<file path="config.mk">
export PLATFORM = sky130hd
export DESIGN_NAME = priv_irq_arbiter
export DESIGN_NICKNAME = d
export VERILOG_FILES = /design/src/rtl/pia_pkg.sv /design/src/rtl/pia_select.sv /design/src/rtl/pia_runprio.sv /design/src/rtl/pia_cpu.sv /design/src/rtl/priv_irq_arbiter.sv
export SDC_FILE = /design/constraint.sdc
export NUM_CORES = 2
export LEC_CHECK = 0
export ABC_AREA = 1
export ABC_CLOCK_PERIOD_IN_PS = 55900
export BUFFER_PORTS_ARGS = -buffer_cell sky130_fd_sc_hd__buf_2
export CORE_UTILIZATION = 50
export CTS_CLUSTER_DIAMETER = 80
export DETAILED_ROUTE_END_ITERATION = 12
export PLACE_DENSITY_LB_ADDON = 0.05
export SLEW_MARGIN = 20
export SYNTH_ARGS = -nofsm -noshare
export SYNTH_HDL_FRONTEND = slang
export SYNTH_SLANG_ARGS = --single-unit
export TNS_END_PERCENT = 5
</file>
<file path="constraint.sdc">
create_clock -name clk -period 55.9 [get_ports clk]
set_input_delay 5.59 -clock clk [delete_from_list [all_inputs] [get_ports clk]]
set_output_delay 5.59 -clock clk [all_outputs]
set_load 0.02 [all_outputs]
</file>
<file path="src/rtl/pia_pkg.sv">
package pia_pkg;
  // ID returned when nothing can be handed out
  localparam int unsigned SPUR_ID = 1023;

  // A candidate replaces the current best only when nothing was found yet
  // or its priority value is strictly smaller; equal values keep the lower ID.
  function automatic logic beats(input logic have, input logic [15:0] cand,
                                 input logic [15:0] best);
    return !have || (cand < best);
  endfunction
endpackage

</file>
<file path="src/rtl/pia_select.sv">
module pia_select #(
  parameter int unsigned N      = 32,
  parameter int unsigned PRIO_W = 8,
  parameter int unsigned IDX_W  = 5
) (
  input  logic [N-1:0]        req_i,
  input  logic [N*PRIO_W-1:0] prio_i,
  output logic                found_o,
  output logic [IDX_W-1:0]    idx_o,
  output logic [PRIO_W-1:0]   prio_o
);
  logic [PRIO_W-1:0] pr [N];

  for (genvar i = 0; i < N; i++) begin : g_unpack
    assign pr[i] = prio_i[i*PRIO_W +: PRIO_W];
  end

  // Ascending scan: the lowest ID wins among equal values.
  always_comb begin
    found_o = 1'b0;
    idx_o   = '0;
    prio_o  = '1;
    for (int i = 0; i < N; i++) begin
      if (req_i[i] && pia_pkg::beats(found_o, 16'(pr[i]), 16'(prio_o))) begin
        found_o = 1'b1;
        idx_o   = IDX_W'(i);
        prio_o  = pr[i];
      end
    end
  end
endmodule

</file>
<file path="src/rtl/pia_runprio.sv">
module pia_runprio #(
  parameter int unsigned N      = 32,
  parameter int unsigned PRIO_W = 8,
  parameter int unsigned IDX_W  = 5
) (
  input  logic                clk,
  input  logic                rst,
  input  logic                en_i,
  input  logic [N-1:0]        act_i,
  input  logic [N*PRIO_W-1:0] prio_i,
  output logic [PRIO_W-1:0]   rpr_o
);
  logic              any_act;
  logic [IDX_W-1:0]  top_idx;
  logic [PRIO_W-1:0] top_pr;

  pia_select #(.N(N), .PRIO_W(PRIO_W), .IDX_W(IDX_W)) u_min (
    .req_i   (act_i),
    .prio_i  (prio_i),
    .found_o (any_act),
    .idx_o   (top_idx),
    .prio_o  (top_pr)
  );

  always_ff @(posedge clk) begin
    if (rst)       rpr_o <= '1;
    else if (en_i) rpr_o <= any_act ? top_pr : '1;
  end

  // the minimum is taken from an ID that is really active
  a_r8_min_from_active: assert property (@(posedge clk) disable iff (rst)
    any_act |-> act_i[top_idx]);
  // nothing active on an enabled CPU gives the idle value
  a_r8_idle_ff: assert property (@(posedge clk) disable iff (rst)
    $past(en_i && (act_i == '0)) |-> (rpr_o == '1));
  // a disabled CPU keeps its running priority
  a_r9_hold: assert property (@(posedge clk) disable iff (rst)
    !en_i |=> $stable(rpr_o));
endmodule

</file>
<file path="src/rtl/pia_cpu.sv">
module pia_cpu #(
  parameter int unsigned PRIV   = 32,
  parameter int unsigned PRIO_W = 8,
  parameter int unsigned ID_W   = 10,
  parameter int unsigned IDX_W  = 5
) (
  input  logic                   clk,
  input  logic                   rst,
  input  logic                   en_i,
  input  logic [PRIV-1:0]        set_i,
  input  logic [PRIV*PRIO_W-1:0] prio_i,
  input  logic                   ack_i,
  input  logic                   eoi_i,
  input  logic [ID_W-1:0]        eoi_id_i,
  output logic                   hp_valid_o,
  output logic [ID_W-1:0]        hp_id_o,
  output logic                   irq_o,
  output logic [PRIO_W-1:0]      rpr_o,
  output logic [ID_W-1:0]        ack_id_o,
  output logic                   eoi_err_o
);
  localparam logic [ID_W-1:0] SPUR = ID_W'(pia_pkg::SPUR_ID);

  logic [PRIV-1:0]   pend_q, act_q, ack_clr, eoi_clr;
  logic              best_v;
  logic [IDX_W-1:0]  best_idx;
  logic [PRIO_W-1:0] best_pr;
  logic              eoi_priv;
  logic [IDX_W-1:0]  eoi_idx;

  pia_select #(.N(PRIV), .PRIO_W(PRIO_W), .IDX_W(IDX_W)) u_pend (
    .req_i   (pend_q),
    .prio_i  (prio_i),
    .found_o (best_v),
    .idx_o   (best_idx),
    .prio_o  (best_pr)
  );

  pia_runprio #(.N(PRIV), .PRIO_W(PRIO_W), .IDX_W(IDX_W)) u_run (
    .clk    (clk),
    .rst    (rst),
    .en_i   (en_i),
    .act_i  (act_q),
    .prio_i (prio_i),
    .rpr_o  (rpr_o)
  );

  assign eoi_priv = eoi_i && (eoi_id_i < ID_W'(PRIV));
  assign eoi_idx  = eoi_id_i[IDX_W-1:0];

  always_comb begin
    ack_clr = '0;
    eoi_clr = '0;
    if (ack_i && best_v)                ack_clr[best_idx] = 1'b1;
    if (eoi_priv && act_q[eoi_idx])     eoi_clr[eoi_idx]  = 1'b1;
  end

  always_ff @(posedge clk) begin
    if (rst) begin
      pend_q     <= '0;
      act_q      <= '0;
      hp_valid_o <= 1'b0;
      hp_id_o    <= SPUR;
      irq_o      <= 1'b0;
      ack_id_o   <= SPUR;
      eoi_err_o  <= 1'b0;
    end else begin
      // acknowledge clears first, a new assertion then sets again
      pend_q     <= (pend_q & ~ack_clr) | set_i;
      act_q      <= (act_q & ~eoi_clr) | ack_clr;
      hp_valid_o <= best_v;
      hp_id_o    <= best_v ? ID_W'(best_idx) : SPUR;
      irq_o      <= best_v && (best_pr < rpr_o);
      if (ack_i) ack_id_o <= best_v ? ID_W'(best_idx) : SPUR;
      eoi_err_o  <= eoi_priv && !act_q[eoi_idx];
    end
  end

  for (genvar k = 0; k < PRIV; k++) begin : g_chk
    // an asserted ID is pending next cycle, even under an acknowledge
    a_r6_set_kept: assert property (@(posedge clk) disable iff (rst)
      set_i[k] |=> pend_q[k]);
    // an active bit only falls after a matching end-of-interrupt
    a_r7_clear_needs_eoi: assert property (@(posedge clk) disable iff (rst)
      $fell(act_q[k]) |-> $past(eoi_i && (eoi_id_i == ID_W'(k))));
  end

  // an accepted acknowledge leaves the winner active
  a_r5_ack_sets_active: assert property (@(posedge clk) disable iff (rst)
    (ack_i && best_v) |=> act_q[$past(best_idx)]);
  // a spurious acknowledge sets no active bit and returns 1023
  a_r11_spurious_quiet: assert property (@(posedge clk) disable iff (rst)
    (ack_i && !best_v) |=> (((act_q & ~$past(act_q)) == '0) && (ack_id_o == SPUR)));
  // no request without a valid pending ID
  a_r10_irq_needs_valid: assert property (@(posedge clk) disable iff (rst)
    irq_o |-> hp_valid_o);
endmodule

</file>
<file path="src/rtl/priv_irq_arbiter.sv">
module priv_irq_arbiter #(
  parameter int unsigned NUM_CPU = 2,
  parameter int unsigned NUM_SGI = 16,
  parameter int unsigned NUM_PPI = 16,
  parameter int unsigned PRIO_W  = 8,
  parameter int unsigned ID_W    = 10,
  localparam int unsigned PRIV   = NUM_SGI + NUM_PPI,
  localparam int unsigned IDX_W  = $clog2(PRIV),
  localparam int unsigned CPU_W  = (NUM_CPU > 1) ? $clog2(NUM_CPU) : 1
) (
  input  logic                           clk,
  input  logic                           rst,
  input  logic [NUM_CPU-1:0]             cpu_en_i,
  input  logic [NUM_CPU*PRIV*PRIO_W-1:0] prio_i,
  input  logic                           ast_valid_i,
  input  logic [CPU_W-1:0]               ast_cpu_i,
  input  logic [IDX_W-1:0]               ast_id_i,
  input  logic [NUM_CPU-1:0]             ack_i,
  input  logic [NUM_CPU-1:0]             eoi_i,
  input  logic [NUM_CPU*ID_W-1:0]        eoi_id_i,
  output logic [NUM_CPU-1:0]             hp_valid_o,
  output logic [NUM_CPU*ID_W-1:0]        hp_id_o,
  output logic [NUM_CPU-1:0]             irq_o,
  output logic [NUM_CPU*PRIO_W-1:0]      rpr_o,
  output logic [NUM_CPU*ID_W-1:0]        ack_id_o,
  output logic [NUM_CPU-1:0]             eoi_err_o
);
  for (genvar c = 0; c < NUM_CPU; c++) begin : g_cpu
    logic [PRIV-1:0] set_c;

    // route the assertion to its target CPU only
    always_comb begin
      set_c = '0;
      if (ast_valid_i && (ast_cpu_i == CPU_W'(c))) set_c[ast_id_i] = 1'b1;
    end

    pia_cpu #(.PRIV(PRIV), .PRIO_W(PRIO_W), .ID_W(ID_W), .IDX_W(IDX_W)) u_cpu (
      .clk        (clk),
      .rst        (rst),
      .en_i       (cpu_en_i[c]),
      .set_i      (set_c),
      .prio_i     (prio_i[c*PRIV*PRIO_W +: PRIV*PRIO_W]),
      .ack_i      (ack_i[c]),
      .eoi_i      (eoi_i[c]),
      .eoi_id_i   (eoi_id_i[c*ID_W +: ID_W]),
      .hp_valid_o (hp_valid_o[c]),
      .hp_id_o    (hp_id_o[c*ID_W +: ID_W]),
      .irq_o      (irq_o[c]),
      .rpr_o      (rpr_o[c*PRIO_W +: PRIO_W]),
      .ack_id_o   (ack_id_o[c*ID_W +: ID_W]),
      .eoi_err_o  (eoi_err_o[c])
    );
  end
endmodule

</file>
== Word-level counts from Yosys, hierarchy flattened ==
Index checks and enable logic that the tools add are counted.

* Reduce and logical (&&, ||, !) cells: 391
* Bitwise gates (word level): 13
* Multiplexer cells: 342
* Order comparisons: 138

{| class="wikitable"
|+ Operators by type and width
! kind !! count
|-
| two-way mux 8 bit || 130
|-
| < comparator 8 bit || 126
|-
| two-way mux 5 bit || 60
|-
| two-way mux 32 bit || 6
|-
| logical AND 1 bit || 141
|-
| two-way mux 1 bit || 137
|-
| bitwise AND 32 bit || 4
|-
| NOT 32 bit || 4
|-
| bitwise OR 32 bit || 4
|-
| zero test 1 bit || 126
|-
| logical OR 1 bit || 124
|-
| < comparator 5 x 6 -> 1 bit (second input constant) || 5
|-
| demux 1 bit (select 5 bit) || 5
|-
| greater-or-equal comparator 5 x 1 -> 1 bit (second input constant) || 5
|-
| < comparator 10 x 6 -> 1 bit (second input constant) || 2
|-
| two-way mux 10 bit || 2
|-
| binary-select mux 1 bit (select 5 bit) || 2
|-
| NOT 1 bit || 1
|}

* Word-level logic and storage cells: 900
* Bits of input ports: 547
* Flip-flop bits (word level): 190
* Output and inout bits: 62

== Depth between registers and ports, before layout ==
* Word-level depth: 133
* Depth in mapped cells: 384
* Depth with buffers taken out: 351

== By module ==
Synthesis repeated with hierarchy kept, for this count alone.

* Cells, all modules: 8457
* Area, all modules: 46752.3 µm²

{| class="wikitable"
|+ Modules (own cells, without submodules)
! module !! times used !! cells an instance !! area an instance (µm²) !! seq. area each (µm²)
|-
| pia_select at g_cpu[0].u_cpu.u_run.u_min ... || 2 || 1800 || 9350.2 || 0.0
|-
| pia_select at g_cpu[1].u_cpu.u_run.u_min || 1 || 1823 || 9889.5 || 0.0
|-
| pia_select at g_cpu[0].u_cpu.u_pend || 1 || 1800 || 9364.0 || 0.0
|-
| pia_cpu at g_cpu[0].u_cpu || 1 || 510 || 3822.4 || 1581.5
|-
| pia_cpu at g_cpu[1].u_cpu || 1 || 510 || 3798.6 || 1581.5
|-
| pia_runprio || 2 || 52 || 345.3 || 160.2
|-
| priv_irq_arbiter || 1 || 110 || 486.7 || 0.0
|}

== Least setup slack after synthesis ==
Ideal clock, no wire load.

* Kind: input -> register
* From: input port prio_i[5]
* To: register g_cpu[0].u_cpu.irq_o
* Data arrival time: 43.452 ns
* Library setup time: 0.070 ns
* Cell stages on the path: 309
* Data required time: 55.830 ns
* Path buffers: 32
* Path slack: 12.378 ns
* Path through: nor2_1 -> ha_1 -> a21oi_1 -> nor2_1 -> a211oi_1 -> nand2_2 -> nand2_4 -> nand2_4 -> buf_6 -> o21ai_0 -> ha_1 -> a21oi_1 -> nor2_1 -> a211oi_1 -> nand2_2 -> nand2_2 -> nand2_4 -> clkbuf_8 -> (+273 left out) -> nand2_1 -> o21ai_0 -> inv_1 -> ha_1 -> a21oi_1 -> nor2_1 -> a211oi_1 -> nand2_1 -> nand2_2 -> nand2_4 -> buf_8 -> buf_8 -> nand2_1 -> o21ai_1 -> ha_1 -> a21oi_1 -> o211ai_1 -> a21oi_1

* Longest elaborated chain between the ends: 127
* Elaborated cells between the ends (all ways): 188
* Those cells by class: 32 x order compare; 63 x mux; 93 x reduce/logical

{| class="wikitable"
|+ Ends and longest elaborated chain
! element !! RTL line !! RTL
|-
| from (decl) || priv_irq_arbiter.sv:14 || <nowiki>input logic [NUM_CPU*PRIV*PRIO_W-1:0] prio_i,</nowiki>
|-
| two-way mux 8 bit (*) || pia_select.sv:24 || <nowiki>if (req_i[i] && pia_pkg::beats(found_o, 16'(pr[i]), 16'(prio_o))) begin</nowiki>
|-
| < comparator 8 bit || pia_pkg.sv:9 || <nowiki>return !have || (cand < best);</nowiki>
|-
| logical OR 1 bit || pia_pkg.sv:9 ||
|-
| logical AND 1 bit || pia_select.sv:24 ||
|-
| two-way mux 8 bit / two-way mux 1 bit (equally long branches) || pia_select.sv:24 ||
|-
| < comparator 8 bit / zero test 1 bit (equally long branches) || pia_pkg.sv:9 ||
|-
| logical OR 1 bit || pia_pkg.sv:9 ||
|-
| logical AND 1 bit || pia_select.sv:24 ||
|-
| (+111 left out) || - ||
|-
| logical AND 1 bit || pia_select.sv:24 ||
|-
| two-way mux 8 bit / two-way mux 1 bit (equally long branches) || pia_select.sv:24 ||
|-
| < comparator 8 bit / zero test 1 bit (equally long branches) || pia_pkg.sv:9 ||
|-
| logical OR 1 bit || pia_pkg.sv:9 ||
|-
| logical AND 1 bit || pia_select.sv:24 ||
|-
| two-way mux 8 bit || pia_select.sv:24 ||
|-
| < comparator 8 bit || pia_cpu.sv:73 || <nowiki>irq_o <= best_v && (best_pr < rpr_o);</nowiki>
|-
| logical AND 1 bit (*) || pia_cpu.sv:73 ||
|-
| to (signal assigned) || pia_cpu.sv:73 ||
|-
| to (decl) || pia_cpu.sv:17 || <nowiki>output logic irq_o,</nowiki>
|}

Every way passes the cells marked *; elsewhere a longest branch is shown, timed or not.
A chain may end at the register's enable or synchronous reset.

== Worst setup path after layout ==
* From: input port prio_i[5]
* To: register g_cpu[0].u_cpu.pend_q[5]

* Longest elaborated chain between the ends: 133
* Elaborated cells between the ends (all ways): 226
* Those cells by class: 33 x order compare; 96 x mux; 3 x bitwise; 94 x reduce/logical

{| class="wikitable"
|+ Ends and longest elaborated chain
! element !! RTL line !! RTL
|-
| two-way mux 8 bit (*) || pia_select.sv:24 ||
|-
| < comparator 8 bit || pia_pkg.sv:9 ||
|-
| logical OR 1 bit || pia_pkg.sv:9 ||
|-
| logical AND 1 bit || pia_select.sv:24 ||
|-
| two-way mux 8 bit / two-way mux 1 bit (equally long branches) || pia_select.sv:24 ||
|-
| < comparator 8 bit / zero test 1 bit (equally long branches) || pia_pkg.sv:9 ||
|-
| logical OR 1 bit || pia_pkg.sv:9 ||
|-
| logical AND 1 bit || pia_select.sv:24 ||
|-
| (+117 left out) || - ||
|-
| < comparator 5 x 6 -> 1 bit (not written as such) / greater-or-equal comparator 5 x 1 -> 1 bit (equally long branches) || pia_cpu.sv:54 || <nowiki>if (ack_i && best_v) ack_clr[best_idx] = 1'b1;</nowiki>
|-
| logical AND 1 bit (not written as such) || pia_cpu.sv:54 ||
|-
| two-way mux 1 bit (not written as such) || pia_cpu.sv:54 ||
|-
| demux 1 bit (select 5 bit) || - ||
|-
| two-way mux 32 bit (*) || pia_cpu.sv:54 ||
|-
| NOT 32 bit (*) || pia_cpu.sv:69 || <nowiki>pend_q <= (pend_q & ~ack_clr) | set_i;</nowiki>
|-
| bitwise AND 32 bit (*) || pia_cpu.sv:69 ||
|-
| bitwise OR 32 bit (*) || pia_cpu.sv:69 ||
|-
| to (signal assigned) || pia_cpu.sv:69 ||
|-
| to (decl) || pia_cpu.sv:24 || <nowiki>logic [PRIV-1:0] pend_q, act_q, ack_clr, eoi_clr;</nowiki>
|}

Marked as above.

==> results by group <==
Logic synthesis
  – Post-synth EDFFs: 0
  – Synth warn: 0
  – Dominant synthesized flop cell: dfxtp_1
  – Net Count, Synth: 8,812
  – Cell variety after synth: 55
  – Synthesized area: ~44,000 um^2
  – Synth Area per Inst: about 5.8 um^2
  – Syn Inst Count: roughly 7,500
  – FF+latch count, synth: approximately 170
  – Async SR Flop Fraction: 0%
  – Sequential fraction of the synthesis area: 7.95%

Clocking
  – CTS tree: done
  – CTS root buffer: clkbuf_16
  – Clk Latency, worst-skew pair: approximately 0.50 ns
  – Clk buf depth: 2
  – CTS buffer count: 17
  – Worst-path clk slew: about 0.080 ns
  – CTS HTree Levels: 4
  – Clock sinks: about 170
  – # hold bufs at CTS: 0

Routing
  – Via density: 5.46
  – Final wirelength: between 150,000 and 200,000 um
  – Vias: roughly 50,000
  – DRT antenna net count: 0
  – Post-route DRC: 0
  – First-pass iteration count of the detailed router: 6
  – Initial DRC Count: about 3,200
  – Wire per inst: 17.1 um

Die
  – I/O pins: 609
  – Initial Utilization: slightly above 50%
  – Die height: 298 um
  – Core box area: ~87,000 um^2
  – FP Rows: around 110
  – Die ar.: between 80,000 and 90,000 um^2
  – DIE WIDTH: a little under 300 um

Setup path
  – CP max stage cell: o21ai_0
  – Critical Path Source: prio_i[5]
  – Critical Path AT: between 50 and 60 ns
  – R2R depth: between 200 and 300
  – Startpoint type of the worst setup path: input port
  – R2r endpoint: g_cpu[0].u_cpu.pend_q[5]$_SDFF_PP0_
  – Crit Path Category: in2reg
  – Worst setup EP type: flip-flop
  – WP data required: ~56 ns
  – Internal reg-to-reg setup slack: around 8.3 ns
  – Most used cell, CP: nand2_1
  – Worst Path Max Fanout: 21
  – Crit path capture: g_cpu[0].u_cpu.pend_q[5]$_SDFF_PP0_
  – Slowest stage delay, CP: ~0.40 ns
  – R2r startpoint: g_cpu[0].u_cpu.pend_q[0]$_SDFF_PP0_

Timing
  – Min cycle time layout: about 52 ns
  – Slew Limit Fails: 0
  – Relative slew slack: around 28%
  – RSZ-0062 raised after global routing: false
  – Clk_skew: about 0.016 ns
  – Worst-margin pin slew: about 1.1 ns
  – Final hold violation count: 0
  – Fmax achieved: 19.3 MHz
  – TNS Setup: 0 ns
  – Final setup vio count: 0
  – Final Cycle Share: 92.7%

Global route
  – Largest net degree at the start of global routing: 80
  – Gr ovfl total: 0
  – Vias in the first global route: roughly 47,000
  – Initial antenna violation count: 72
  – First-pass GRT wire length: 246,000 um
  – Gr usage total: around a third

Layout
  – Most common cell after layout, fill and taps aside: nand2_1
  – Commonest cells after routing, fill and taps aside: 2,648 x nand2_1, 770 x ha_1, 758 x o21ai_0, 613 x inv_1, 607 x buf_2
  – Final Instance Area: between 40,000 and 50,000 um^2
  – Fraction of layout cells with a size suffix above 1: between 10% and 20%
  – Multi-input gate area: 36,100 um^2
  – Reg area: approximately 3500 um^2
  – Final nets: approximately 9,000
  – Layout filler cell count: about 9,400
  – Area grow syn2layout: 8.59%

Power and ir drop
  – Sequential share of power: 22.1%
  – Power share of the clock group: 22.6%
  – Final Power: a little under 0.0006 W
  – Peak VDD IR: roughly 27 uV
  – Switching share of power: a little under half
  – Pint: between 0.0003 and 0.0004 W
  – Net Switching: around 0.00028 W
  – Pleak: between 20 and 30 nW
  – Logic pwr share: around 55%
  – Pwr/cell area: ~12 nW/um^2

Placement
  – Placed Area: ~47,000 um^2
  – Final GP Congestion: between 0.9 and 1
  – DP HPWL: 134,000 um
  – Port bufs: 608

Job
  – Max_cap viols: 0

Status
  – Status: finished clean

Worst hold path
  – Hold/Removal Path Class: reg2reg
[cells in the mapped netlist, types with 5 or more instances]
cell              n  area [um^2]
o31ai_1          64          480
clkbuf_8         40          551
ha_1            770         9630
inv_1           614         2300
a21oi_1         337         1690
buf_4            29          218
o21bai_1         56          420
nand2_2         179         1120
nand2_1        2649         9940
or2_2             6         37.5
a22oi_1          17          128
nor2_2            5         31.3
buf_6            35          394
nand2_4          87          980
a21oi_2          41          359
o21ai_1          22          110
nor2_1          525         1970
clkinv_1         12         45.0
nor2_4            6         67.6
o21ai_0         781         3910
dfxtp_1         174         3480
a31oi_1          12         75.1
nand3_1         598         2990
nand3b_1         55          413
nand3_2          18          180
nor3_1           36          180
o211ai_1          7         52.6
a211oi_1        120          901
inv_2            68          255
clkbuf_1         73          274
dlygate4sd3_1    13          130
[critical path, delay by kind of cell]
kind	cells	cell delay, ns
compound gates	88	20.99
fa+ha+maj	31	9.53
buf+inv	6	0.69
simple gates	135	15.24
[sequential cells by signal, indices dropped and copies added (netlist names)]
| register | cells |
|---|---|
| g_cpu.u_cpu.hp_id_o | 12 |
| g_cpu.u_cpu.pend_q | 64 |
| g_cpu.u_cpu.ack_id_o | 12 |
| g_cpu.u_cpu.eoi_err_o | 2 |
| g_cpu.u_cpu.irq_o | 2 |
| g_cpu.u_cpu.hp_valid_o | 2 |
| g_cpu.u_cpu.u_run.rpr_o | 16 |
| g_cpu.u_cpu.act_q | 64 |
[kinds of logic after synthesis]
family | after synthesis | share of synthesized area [%]
flip-flops | 174 | 7.95
adder cells (fa/ha/maj) | 770 | 22.0
AND/OR/NAND/NOR | 4184 | 41.5
buffers and inverters | 894 | 9.73
AO/OA/AOI/OAI | 1473 | 18.9
[worst min path at each step]
stage	cells after the start	startpoint	slack (ns)	end
floorplan	2	g_cpu[0].u_cpu.pend_q[30]$_SDFF_PP0_	0.47	g_cpu[0].u_cpu.pend_q[30]$_SDFF_PP0_
global route	2	g_cpu[0].u_cpu.ack_id_o[0]$_SDFFE_PP1P_	0.52	g_cpu[0].u_cpu.ack_id_o[0]$_SDFFE_PP1P_
finish	2	g_cpu[1].u_cpu.ack_id_o[0]$_SDFFE_PP1P_	0.48	g_cpu[1].u_cpu.ack_id_o[0]$_SDFFE_PP1P_
global placement	2	g_cpu[0].u_cpu.ack_id_o[1]$_SDFFE_PP1P_	0.45	g_cpu[0].u_cpu.ack_id_o[1]$_SDFFE_PP1P_
detailed placement	2	g_cpu[0].u_cpu.ack_id_o[1]$_SDFFE_PP1P_	0.46	g_cpu[0].u_cpu.ack_id_o[1]$_SDFFE_PP1P_
CTS	2	g_cpu[0].u_cpu.ack_id_o[0]$_SDFFE_PP1P_	0.48	g_cpu[0].u_cpu.ack_id_o[0]$_SDFFE_PP1P_
[through the flow]
step | hold WS (ns) | std cells | setup WS (ns) | util (%)
global route | 0.521 | 9146 | 0.0299 | 54.8
finish | 0.481 | 9162 | 4.08 | 54.8
floorplan | 0.471 | 7495 | 12.38 | -
CTS | 0.481 | 9107 | 3.99 | 54.6
detailed placement | 0.463 | 9075 | 3.73 | 53.9
global placement | 0.451 | 9075 | 3.79 | 53.9
[power groups by stage]
stage               sequential, W  clock [W]  combinational (W)
floorplan                0.000135          0           0.000219
global placement         0.000133          0           0.000317
detailed placement       0.000134          0           0.000323
CTS                      0.000131   0.000134           0.000325
global route             0.000131   0.000140           0.000375
finish                   0.000131   0.000134           0.000327
[routing by layer]
layer | part of all wire (%) | global-route usage (%)
met5 | 0.16 | 0
met3 | 5.6 | 5.43
met1 | 42 | 41.0
met4 | 3.8 | 13.9
met2 | 48 | 60.7
[what timing repair did]
action | in CTS | in global routing
resized for setup | 0 | 24
endpoints found under the setup margin | 0 | 135
buffers inserted | 0 | 1
[area by class of cell]
| class | count | area share (%) |
|---|---|---|
| diodes | 54 | 0.284 |
| repair buffers | 621 | 6.64 |
| inverters | 699 | 5.55 |
| clock buffers | 17 | 0.894 |
| well taps | 1155 | 3.04 |
| multi-input cells | 6427 | 75.8 |
| flip-flops and latches | 174 | 7.32 |
| clock inverters | 15 | 0.439 |
Note: power is estimated with default switching activity, not from simulation.
